`config.mk`:
```
export PLATFORM = sky130hd
export DESIGN_NAME = irqr_router
export DESIGN_NICKNAME = d
export VERILOG_FILES = /design/src/rtl/irqr_pkg.sv /design/src/rtl/irqr_decode.sv /design/src/rtl/irqr_raw_capture.sv /design/src/rtl/irqr_cpu_slice.sv /design/src/rtl/irqr_router.sv
export SDC_FILE = /design/constraint.sdc
export NUM_CORES = 1
export LEC_CHECK = 0
export CORE_MARGIN = 1
export CORE_UTILIZATION = 45
export CTS_CLUSTER_SIZE = 28
export DETAILED_ROUTE_END_ITERATION = 8
export DONT_BUFFER_PORTS = 1
export HOLD_SLACK_MARGIN = 0.15
export PLACE_DENSITY_LB_ADDON = 0.15
export SETUP_SLACK_MARGIN = 0.15
export SLEW_MARGIN = 15
export SYNTH_ARGS = -nofsm -noshare
export SYNTH_HDL_FRONTEND = slang
export SYNTH_SLANG_ARGS = --single-unit
```
`constraint.sdc`:
```
create_clock -name clk_i -period 1.6 [get_ports clk_i]
set_input_delay 0.16 -clock clk_i [delete_from_list [all_inputs] [get_ports clk_i]]
set_output_delay 0.16 -clock clk_i [all_outputs]
set_load 0.01 [all_outputs]
```
`src/rtl/irqr_pkg.sv`:
```
package irqr_pkg;

    localparam int unsigned CSR_AW = 12;
    localparam logic [CSR_AW-1:0] RAW_OFF = 12'h300;

    typedef enum logic [1:0] {
        K_NONE   = 2'd0,
        K_MASK   = 2'd1,
        K_MASKED = 2'd2,
        K_RAW    = 2'd3
    } csr_kind_e;

    // Mask offsets: pairs of CPUs share a 1 KiB page, 0x40 apart.
    function automatic logic [CSR_AW-1:0] mask_off(input int unsigned n);
        return CSR_AW'(32'h200 + (n / 2) * 32'h400 + (n % 2) * 32'h40);
    endfunction

    function automatic logic [CSR_AW-1:0] masked_off(input int unsigned n);
        return mask_off(n) + CSR_AW'(12'h080);
    endfunction

endpackage

```
`src/rtl/irqr_decode.sv`:
```
module irqr_decode
    import irqr_pkg::*;
#(
    parameter int unsigned NUM_CPU = 4,
    localparam int unsigned CW = (NUM_CPU > 1) ? $clog2(NUM_CPU) : 1
) (
    input  logic [CSR_AW-1:0] addr_i,
    output csr_kind_e         kind_o,
    output logic [CW-1:0]     cpu_o
);

    always_comb begin
        kind_o = K_NONE;
        cpu_o  = '0;
        if (addr_i == RAW_OFF) begin
            kind_o = K_RAW;
        end
        for (int n = 0; n < NUM_CPU; n++) begin
            if (addr_i == mask_off(n)) begin
                kind_o = K_MASK;
                cpu_o  = CW'(n);
            end
            if (addr_i == masked_off(n)) begin
                kind_o = K_MASKED;
                cpu_o  = CW'(n);
            end
        end
    end

endmodule

```
`src/rtl/irqr_raw_capture.sv`:
```
module irqr_raw_capture #(
    parameter int unsigned LINES      = 64,
    parameter int unsigned LEGACY_BIT = 55
) (
    input  logic             clk_i,
    input  logic             rst_ni,
    input  logic [LINES-1:0] lines_i,
    input  logic             legacy_i,
    output logic [LINES-1:0] raw_o
);

    logic [LINES-1:0] raw_d, raw_q;

    always_comb begin
        raw_d             = lines_i;
        raw_d[LEGACY_BIT] = legacy_i;
    end

    always_ff @(posedge clk_i or negedge rst_ni) begin
        if (!rst_ni) raw_q <= '0;
        else         raw_q <= raw_d;
    end

    assign raw_o = raw_q;

endmodule

```
`src/rtl/irqr_cpu_slice.sv`:
```
module irqr_cpu_slice #(
    parameter int unsigned LINES = 64
) (
    input  logic             clk_i,
    input  logic             rst_ni,
    input  logic             wr_en_i,
    input  logic [LINES-1:0] wdata_i,
    input  logic [LINES-1:0] raw_i,
    output logic [LINES-1:0] mask_o,
    output logic [LINES-1:0] pend_o,
    output logic             irq_o
);

    typedef struct packed {
        logic [LINES-1:0] mask;
        logic             irq;
    } slice_t;

    slice_t st_d, st_q;

    always_comb begin
        st_d      = st_q;
        st_d.irq  = |(st_q.mask & raw_i);
        if (wr_en_i) st_d.mask = wdata_i;
    end

    always_ff @(posedge clk_i or negedge rst_ni) begin
        if (!rst_ni) st_q <= '0;
        else         st_q <= st_d;
    end

    assign mask_o = st_q.mask;
    assign pend_o = st_q.mask & raw_i;
    assign irq_o  = st_q.irq;

endmodule

```
`src/rtl/irqr_router.sv`:
```
module irqr_router
    import irqr_pkg::*;
#(
    parameter int unsigned LINES      = 64,
    parameter int unsigned NUM_CPU    = 4,
    parameter int unsigned LEGACY_BIT = 55,
    localparam int unsigned CW = (NUM_CPU > 1) ? $clog2(NUM_CPU) : 1
) (
    input  logic               clk_i,
    input  logic               rst_ni,
    input  logic [LINES-1:0]   dev_irq_i,
    input  logic               legacy_irq_i,
    input  logic               csr_req_i,
    input  logic               csr_we_i,
    input  logic [CSR_AW-1:0]  csr_addr_i,
    input  logic [LINES-1:0]   csr_wdata_i,
    output logic [LINES-1:0]   csr_rdata_o,
    output logic               csr_err_o,
    output logic [NUM_CPU-1:0] irq_o
);

    typedef struct packed {
        logic [LINES-1:0] rdata;
        logic             err;
    } csr_t;

    csr_t             csr_d, csr_q;
    csr_kind_e        kind;
    logic [CW-1:0]    cpu_sel;
    logic [LINES-1:0] raw;
    logic [LINES-1:0] mask_arr [NUM_CPU];
    logic [LINES-1:0] pend_arr [NUM_CPU];
    logic [LINES-1:0] rd_value;

    irqr_decode #(.NUM_CPU(NUM_CPU)) u_decode (
        .addr_i (csr_addr_i),
        .kind_o (kind),
        .cpu_o  (cpu_sel)
    );

    irqr_raw_capture #(.LINES(LINES), .LEGACY_BIT(LEGACY_BIT)) u_raw (
        .clk_i    (clk_i),
        .rst_ni   (rst_ni),
        .lines_i  (dev_irq_i),
        .legacy_i (legacy_irq_i),
        .raw_o    (raw)
    );

    for (genvar n = 0; n < NUM_CPU; n++) begin : g_cpu
        logic wr_en;
        assign wr_en = csr_req_i && csr_we_i && (kind == K_MASK) && (cpu_sel == CW'(n));

        irqr_cpu_slice #(.LINES(LINES)) u_slice (
            .clk_i   (clk_i),
            .rst_ni  (rst_ni),
            .wr_en_i (wr_en),
            .wdata_i (csr_wdata_i),
            .raw_i   (raw),
            .mask_o  (mask_arr[n]),
            .pend_o  (pend_arr[n]),
            .irq_o   (irq_o[n])
        );
    end

    always_comb begin
        rd_value = '1;
        unique case (kind)
            K_MASK:   rd_value = mask_arr[cpu_sel];
            K_MASKED: rd_value = pend_arr[cpu_sel];
            K_RAW:    rd_value = raw;
            default:  rd_value = '1;
        endcase

        csr_d     = csr_q;
        csr_d.err = 1'b0;
        if (csr_req_i) begin
            csr_d.err = (kind == K_NONE);
            if (!csr_we_i) csr_d.rdata = rd_value;
        end
    end

    always_ff @(posedge clk_i or negedge rst_ni) begin
        if (!rst_ni) csr_q <= '0;
        else         csr_q <= csr_d;
    end

    assign csr_rdata_o = csr_q.rdata;
    assign csr_err_o   = csr_q.err;

endmodule

```
# Yosys cells after proc, flatten, opt, wreduce, memory -nomap -nowiden
# Cells that the tools add are included.
dict set report classes {
  magnitude_cmp 1
  eq_ne 15
  mux 23
  bitwise 6
  reduce_logical 13
}
# cell count
set op_table {}
lappend op_table {{$and A64 B64 Y64} 4}
lappend op_table {{$bmux W64 S2} 2}
lappend op_table {{$mux W64} 4}
lappend op_table {{$reduce_or A64 Y1} 4}
lappend op_table {{$pmux W64 S3} 1}
lappend op_table {{$eq A12 B10 Y1 const B} 5}
lappend op_table {{$eq A12 B11 Y1 const B} 4}
lappend op_table {{$mux W2} 13}
lappend op_table {{$eq A2 B2 Y1 const B} 4}
lappend op_table {{$logic_and A1 B1 Y1} 6}
lappend op_table {{$eq A2 B1 Y1 const B} 2}
lappend op_table {{$logic_not A2 Y1} 2}
lappend op_table {{$ge A3 B3 Y1 const B} 1}
lappend op_table {{$mux W1} 3}
lappend op_table {{$not A2 Y3} 1}
lappend op_table {{$reduce_and A2 Y1} 1}
lappend op_table {{$not A1 Y1} 1}
dict set report totals {
  ff_bits 389
  wordCells 69
}

# Depth between registers and ports, before layout
dict set report depth {
  ltp_word 13
  depth_mapped 8
}

# By module
# A second synthesis with hierarchy kept.
dict set report hier_totals {
  cells_unflattened 1692
  hier_area_um2 20598.5
}
# module instances cells_per_inst area_per_inst_um2 seq_area_each_um2
set modules_own_cells {}
lappend modules_own_cells {irqr_cpu_slice 4 227 2982.9 1626.6}
lappend modules_own_cells {irqr_router 1 710 6942.9 1626.6}
lappend modules_own_cells {irqr_raw_capture 1 64 1601.5 1601.5}
lappend modules_own_cells {irqr_decode 1 10 122.6 0.0}

# Least setup slack after synthesis
# No wires, ideal clock.
dict set report synth_path {
  path_type {in2reg}
  start {input csr_addr_i[3]}
  end {register g_cpu[2].u_slice.st_q (netlist bit g_cpu[2].u_slice.mask_o[10])}
  arrival_time_ns 2.311
  required_ns 1.473
  setup_slack_ns -0.838
  path_stages 8
  path_buffers 3
  cell_sequence {or4_1 > buf_2 > nor3_4 > nand3_2 > or4_1 > buf_2 > buf_6 > mux2_1}
}
dict set report synth_between {
  elab_chain_len 13
  elab_cells_between_ends 28
  classes_between {11 x eq/ne; 15 x mux; 2 x reduce/logical}
}
# item line
set synth_lines {}
lappend synth_lines {{start: declaration} irqr_router.sv:15} ;# input logic [CSR_AW-1:0] csr_addr_i,
lappend synth_lines {{$eq A12 B10 Y1} irqr_decode.sv:15} ;# if (addr_i == RAW_OFF) begin
lappend synth_lines {{$mux W2} irqr_decode.sv:15}
lappend synth_lines {{$mux W2} irqr_decode.sv:19} ;# if (addr_i == mask_off(n)) begin
lappend synth_lines {{$mux W2} irqr_decode.sv:23} ;# if (addr_i == masked_off(n)) begin
lappend synth_lines {{$mux W2} irqr_decode.sv:19}
lappend synth_lines {{$mux W2} irqr_decode.sv:23}
lappend synth_lines {{$mux W2} irqr_decode.sv:19}
lappend synth_lines {{$mux W2} irqr_decode.sv:23}
lappend synth_lines {{$mux W2} irqr_decode.sv:19}
lappend synth_lines {{$mux W2} irqr_decode.sv:23}
lappend synth_lines {{$eq A2 B1 Y1} irqr_router.sv:51} ;# assign wr_en = csr_req_i && csr_we_i && (kind == K_MASK) && (cpu_sel == CW'(n));
lappend synth_lines {{$logic_and A1 B1 Y1} irqr_router.sv:51}
lappend synth_lines {{$logic_and A1 B1 Y1 (*)} irqr_router.sv:51}
lappend synth_lines {{end signal: assignment} irqr_cpu_slice.sv:29} ;# else st_q <= st_d;
lappend synth_lines {{end: declaration} irqr_cpu_slice.sv:19} ;# slice_t st_d, st_q;
# Mark *: on every way between the ends. The rest lies on a longest branch, timed or not.
# A chain may end at the register's enable or synchronous reset.

==> metrics.md <==
| Metric | Value |
|---|---|
| Status | `finished with violations` |
| Failing checks | `negative hold slack, negative setup slack` |
| R2r startpoint | `u_raw.raw_o[3]$_DFF_PN0_` |
| Fmax | `497 MHz` |
| Slew HR | `approximately a fifth` |
| CTS tree | `done` |
| Die area | `around 41000 um^2` |
| Max_cap viols | `0` |
| Initial Util | `about 46%` |
| DRT Pass-1 Iters | `5` |
| Worst path arrival time | `approximately 2.5 ns` |
| Post-synthesis sequential area ratio | `approximately 53%` |
| Proportion of layout cells with a drive suffix above 1 | `47.7%` |
| Hold Vio Cnt, Final | `about 390` |
| Seq cells post-synth | `roughly 400` |
| Async S/R FF share, synth | `100%` |
| Ports | `214` |
| Crit start category | `register` |
| Yosys warning total | `0` |
| Clock-pin transition on the worst setup and hold timing paths | `around 0.06 ns` |
| RSZ-0062 raised after global routing | `true` |
| DP HPWL | `roughly 54 mm` |
| Fin crit period | `between 2 and 2.5 ns` |
| Core Rows | `73` |
| # setup viols final | `about 240` |
| Worst EP required | `about 2.0 ns` |
| Yosys top cell by area | `dfrtp_1` |
| Crit path kind | `register to register` |
| CP max-delay cell | `or4_4` |
| CP Launch Point | `u_raw.raw_o[3]$_DFF_PN0_` |
| Layout Nets | `2158` |
| Clock sinks | `approximately 390` |
| Crit share post-route | `126%` |
| Worst setup EP type | `register` |
| Post-synth top area share | `53.4%` |
| Area of the multi-input gates | `between 9000 and 10000 um^2` |
| Fin worst setup slack | `-0.410 ns` |
| Slew @ Worst Pin | `~1.2 ns` |
| CTS Buf Count | `44` |
| Via count | `roughly 17k` |
| Leak | `around 13 nW` |
| Filler cell count | `roughly 2.8k` |
| Worst Setup EP | `g_cpu[2].u_slice.irq_o$_DFF_PN0_` |
| Top_reg_cell synth | `dfrtp_1` |
| FF-to-FF path depth | `5` |
| Post-route ant nets | `0` |
| Storage cell area | `a little under 10000 um^2` |
| Residual DRC | `0` |
| Cells after synthesis | `between 1k and 1.5k` |
| Most frequent cell after synthesis | `dfrtp_1` |
| Placed instance count | `2208` |
| GRT Residual Overflow | `0` |
| Hold WS | `-0.728 ns` |
| Max-slew violations | `0` |
| Core ar. | `around 40000 um^2` |
| Setup TNS | `-33.03 ns` |
| Mapped cell area | `~18000 um^2` |
| Synth-to-Final Area Change | `52.6%` |
| VDD IR max | `around 0.0008 V` |
| Routed wire per std cell | `33.8 um` |
| Leading post-synthesis cells by cell area | `dfrtp_1 53%, mux2_2 15%, mux2_1 3.7%, a221oi_1 2.8%, a22o_1 2.8%` |
| Largest stage delay on the critical path | `roughly 0.54 ns` |
| Die Width | `203 um` |
| Post-Syn Nets | `~1.6k` |
| Post-placement setup slack | `-0.860 ns` |
| Max Clock Skew | `between 0.015 and 0.02 ns` |
| Power density cells | `roughly 800 nW/um^2` |
| Worst flop-to-flop path endpoint | `g_cpu[2].u_slice.irq_o$_DFF_PN0_` |
| Syn avg cell area | `~12 um^2` |
| Synth unique cells | `59` |
| First-pass GRT wire length | `approximately 120 mm` |
| Largest net degree at the start of global routing | `slightly below 400` |
| Critical path cell sequence | `a22o_1 -> a221oi_2 -> buf_4 -> nand4_1 -> or4_4` |
| Die Ht | `between 200 and 250 um` |
| Vias/cell | `between 6 and 7` |
| Final Util | `69.9%` |
| EDFF count, synth | `0` |
| Reg2reg setup slack | `-0.41 ns` |
| Post-Layout Cell Count | `between 2k and 3k` |
| Post-synth top cells | `389 x dfrtp_1, 248 x mux2_2, 72 x clkbuf_1` |
| Initial DRC count | `between 2k and 2.5k` |
| PortBufs | `0` |
| Initial antenna violation count | `3` |
| All-Layer GR Usage | `40.7%` |
| Latest clock arrival within the worst-skew pair | `slightly below 0.6 ns` |
| Longest Clk Path Bufs | `3` |
| Number of global-route vias before repair | `around 17k` |
| Crit Path Max Fanout | `3` |
| Htree depth | `2` |
| Root buffer cell | `clkbuf_16` |
| Hold/Removal Path Class | `primary input to async pin` |
| Final RePlAce weighted congestion | `0.990` |
| Total power | `about 22 mW` |
| WL final | `just under 90 mm` |
## critical path: cells and delay by family (launching register included)
family / cells / cell delay, ns
and+or+nand+nor: 2 / 0.67
AOI/OAI and AO/OA: 2 / 0.54
DFF: 1 / 0.47
buffers and inverters: 1 / 0.17
## how the worst min path moves through the flow
stage / start / endpoint / slack (ns) / depth (start not counted)
floorplan: rst_ni / csr_err_o$_DFF_PN0_ / -0.14 / 0
global placement: rst_ni / u_raw.raw_o[32]$_DFF_PN0_ / -0.12 / 0
detailed placement: rst_ni / u_raw.raw_o[47]$_DFF_PN0_ / -0.12 / 0
CTS: rst_ni / u_raw.raw_o[47]$_DFF_PN0_ / -0.74 / 0
global route: rst_ni / u_raw.raw_o[28]$_DFF_PN0_ / -0.74 / 0
finish: rst_ni / u_raw.raw_o[32]$_DFF_PN0_ / -0.73 / 0
## stage by stage
stage	hold WS [ns]	instance area, um^2
floorplan	-0.136	18400
global placement	-0.124	21200
detailed placement	-0.122	21200
CTS	-0.743	26700
global route	-0.738	27800
finish	-0.728	27800
## timing repair
action | 4_1_cts | 5_1_grt
gates resized for setup | 272 | 143
cloned | 24 | 11
endpoints found under the hold margin | 763 | 395
setup buffers | 29 | 20
hold buffers | 199 | 1
pin swaps | 51 | 58
setup endpoints to repair | 296 | 324
## where the power goes
part | total, mW | internal, mW | switching, mW
Clock | 10.7 | 6.33 | 4.36
Sequential | 10.2 | 9.96 | 0.222
Combinational | 1.35 | 0.697 | 0.649
Total | 22.2 | 17.0 | 5.23
## area by class of cell
| class | instances | area share [%] |
|---|---|---|
| clock inverters | 18 | 0.868 |
| inverters | 3 | 0.0405 |
| diodes | 1 | 0.00899 |
| multi-input cells | 969 | 34.0 |
| repair buffers | 606 | 23.1 |
| well taps | 525 | 2.36 |
| flip-flops and latches | 389 | 35.1 |
| clock buffers | 60 | 4.53 |
## registers in the layout, indices dropped and copies added (netlist names)
signal                cells
csr_rdata_o              64
csr_err_o                 1
g_cpu.u_slice.mask_o    256
g_cpu.u_slice.irq_o       4
u_raw.raw_o              64
## cells by family after synthesis
logic type / share of synthesized area [%]
AND/OR/NAND/NOR: 6.70
buffers and inverters: 2.65
AO/OA/AOI/OAI: 17.5
flip-flops: 53.4
multiplexers: 19.7
## metal layers
| layer | global-route usage, % | vias to the layer above | share of wire, % |
|---|---|---|---|
| met5 | 0 | - | 0.026 |
| met4 | 23.5 | 4 | 7.2 |
| met3 | 10.9 | 324 | 11 |
| met2 | 61.2 | 1198 | 43 |
| met1 | 53.0 | 8669 | 39 |
| li1 | - | 6873 | - |
## placed cells by master, fill, tap and decap left out, drive strengths merged, types with 4 or more instances in the layout
| cell type | count |
|---|---|
| o211ai | 4 |
| and3 | 6 |
| a31o | 4 |
| or4 | 5 |
| buf | 397 |
| o2bb2ai | 43 |
| a22o | 58 |
| inv | 4 |
| dfrtp | 389 |
| mux2i | 13 |
| o21a | 8 |
| nor2b | 5 |
| nand3 | 17 |
| a22oi | 36 |
| bufinv | 5 |
| o22ai | 32 |
| o21ai | 22 |
| and4 | 4 |
| and2 | 5 |
| a32o | 15 |
| a31oi | 8 |
| o221a | 4 |
| nor2 | 70 |
| mux2 | 308 |
| nor4 | 4 |
| a211oi | 38 |
| nand2b | 4 |
| a221oi | 58 |
| a32oi | 34 |
| a21oi | 28 |
| clkbuf | 70 |
| nand4 | 26 |
| or2 | 4 |
| nor3 | 41 |
| dlygate4sd3 | 197 |
| nand2 | 38 |
| clkinv | 9 |
Note: power is estimated with default switching activity, not from simulation.
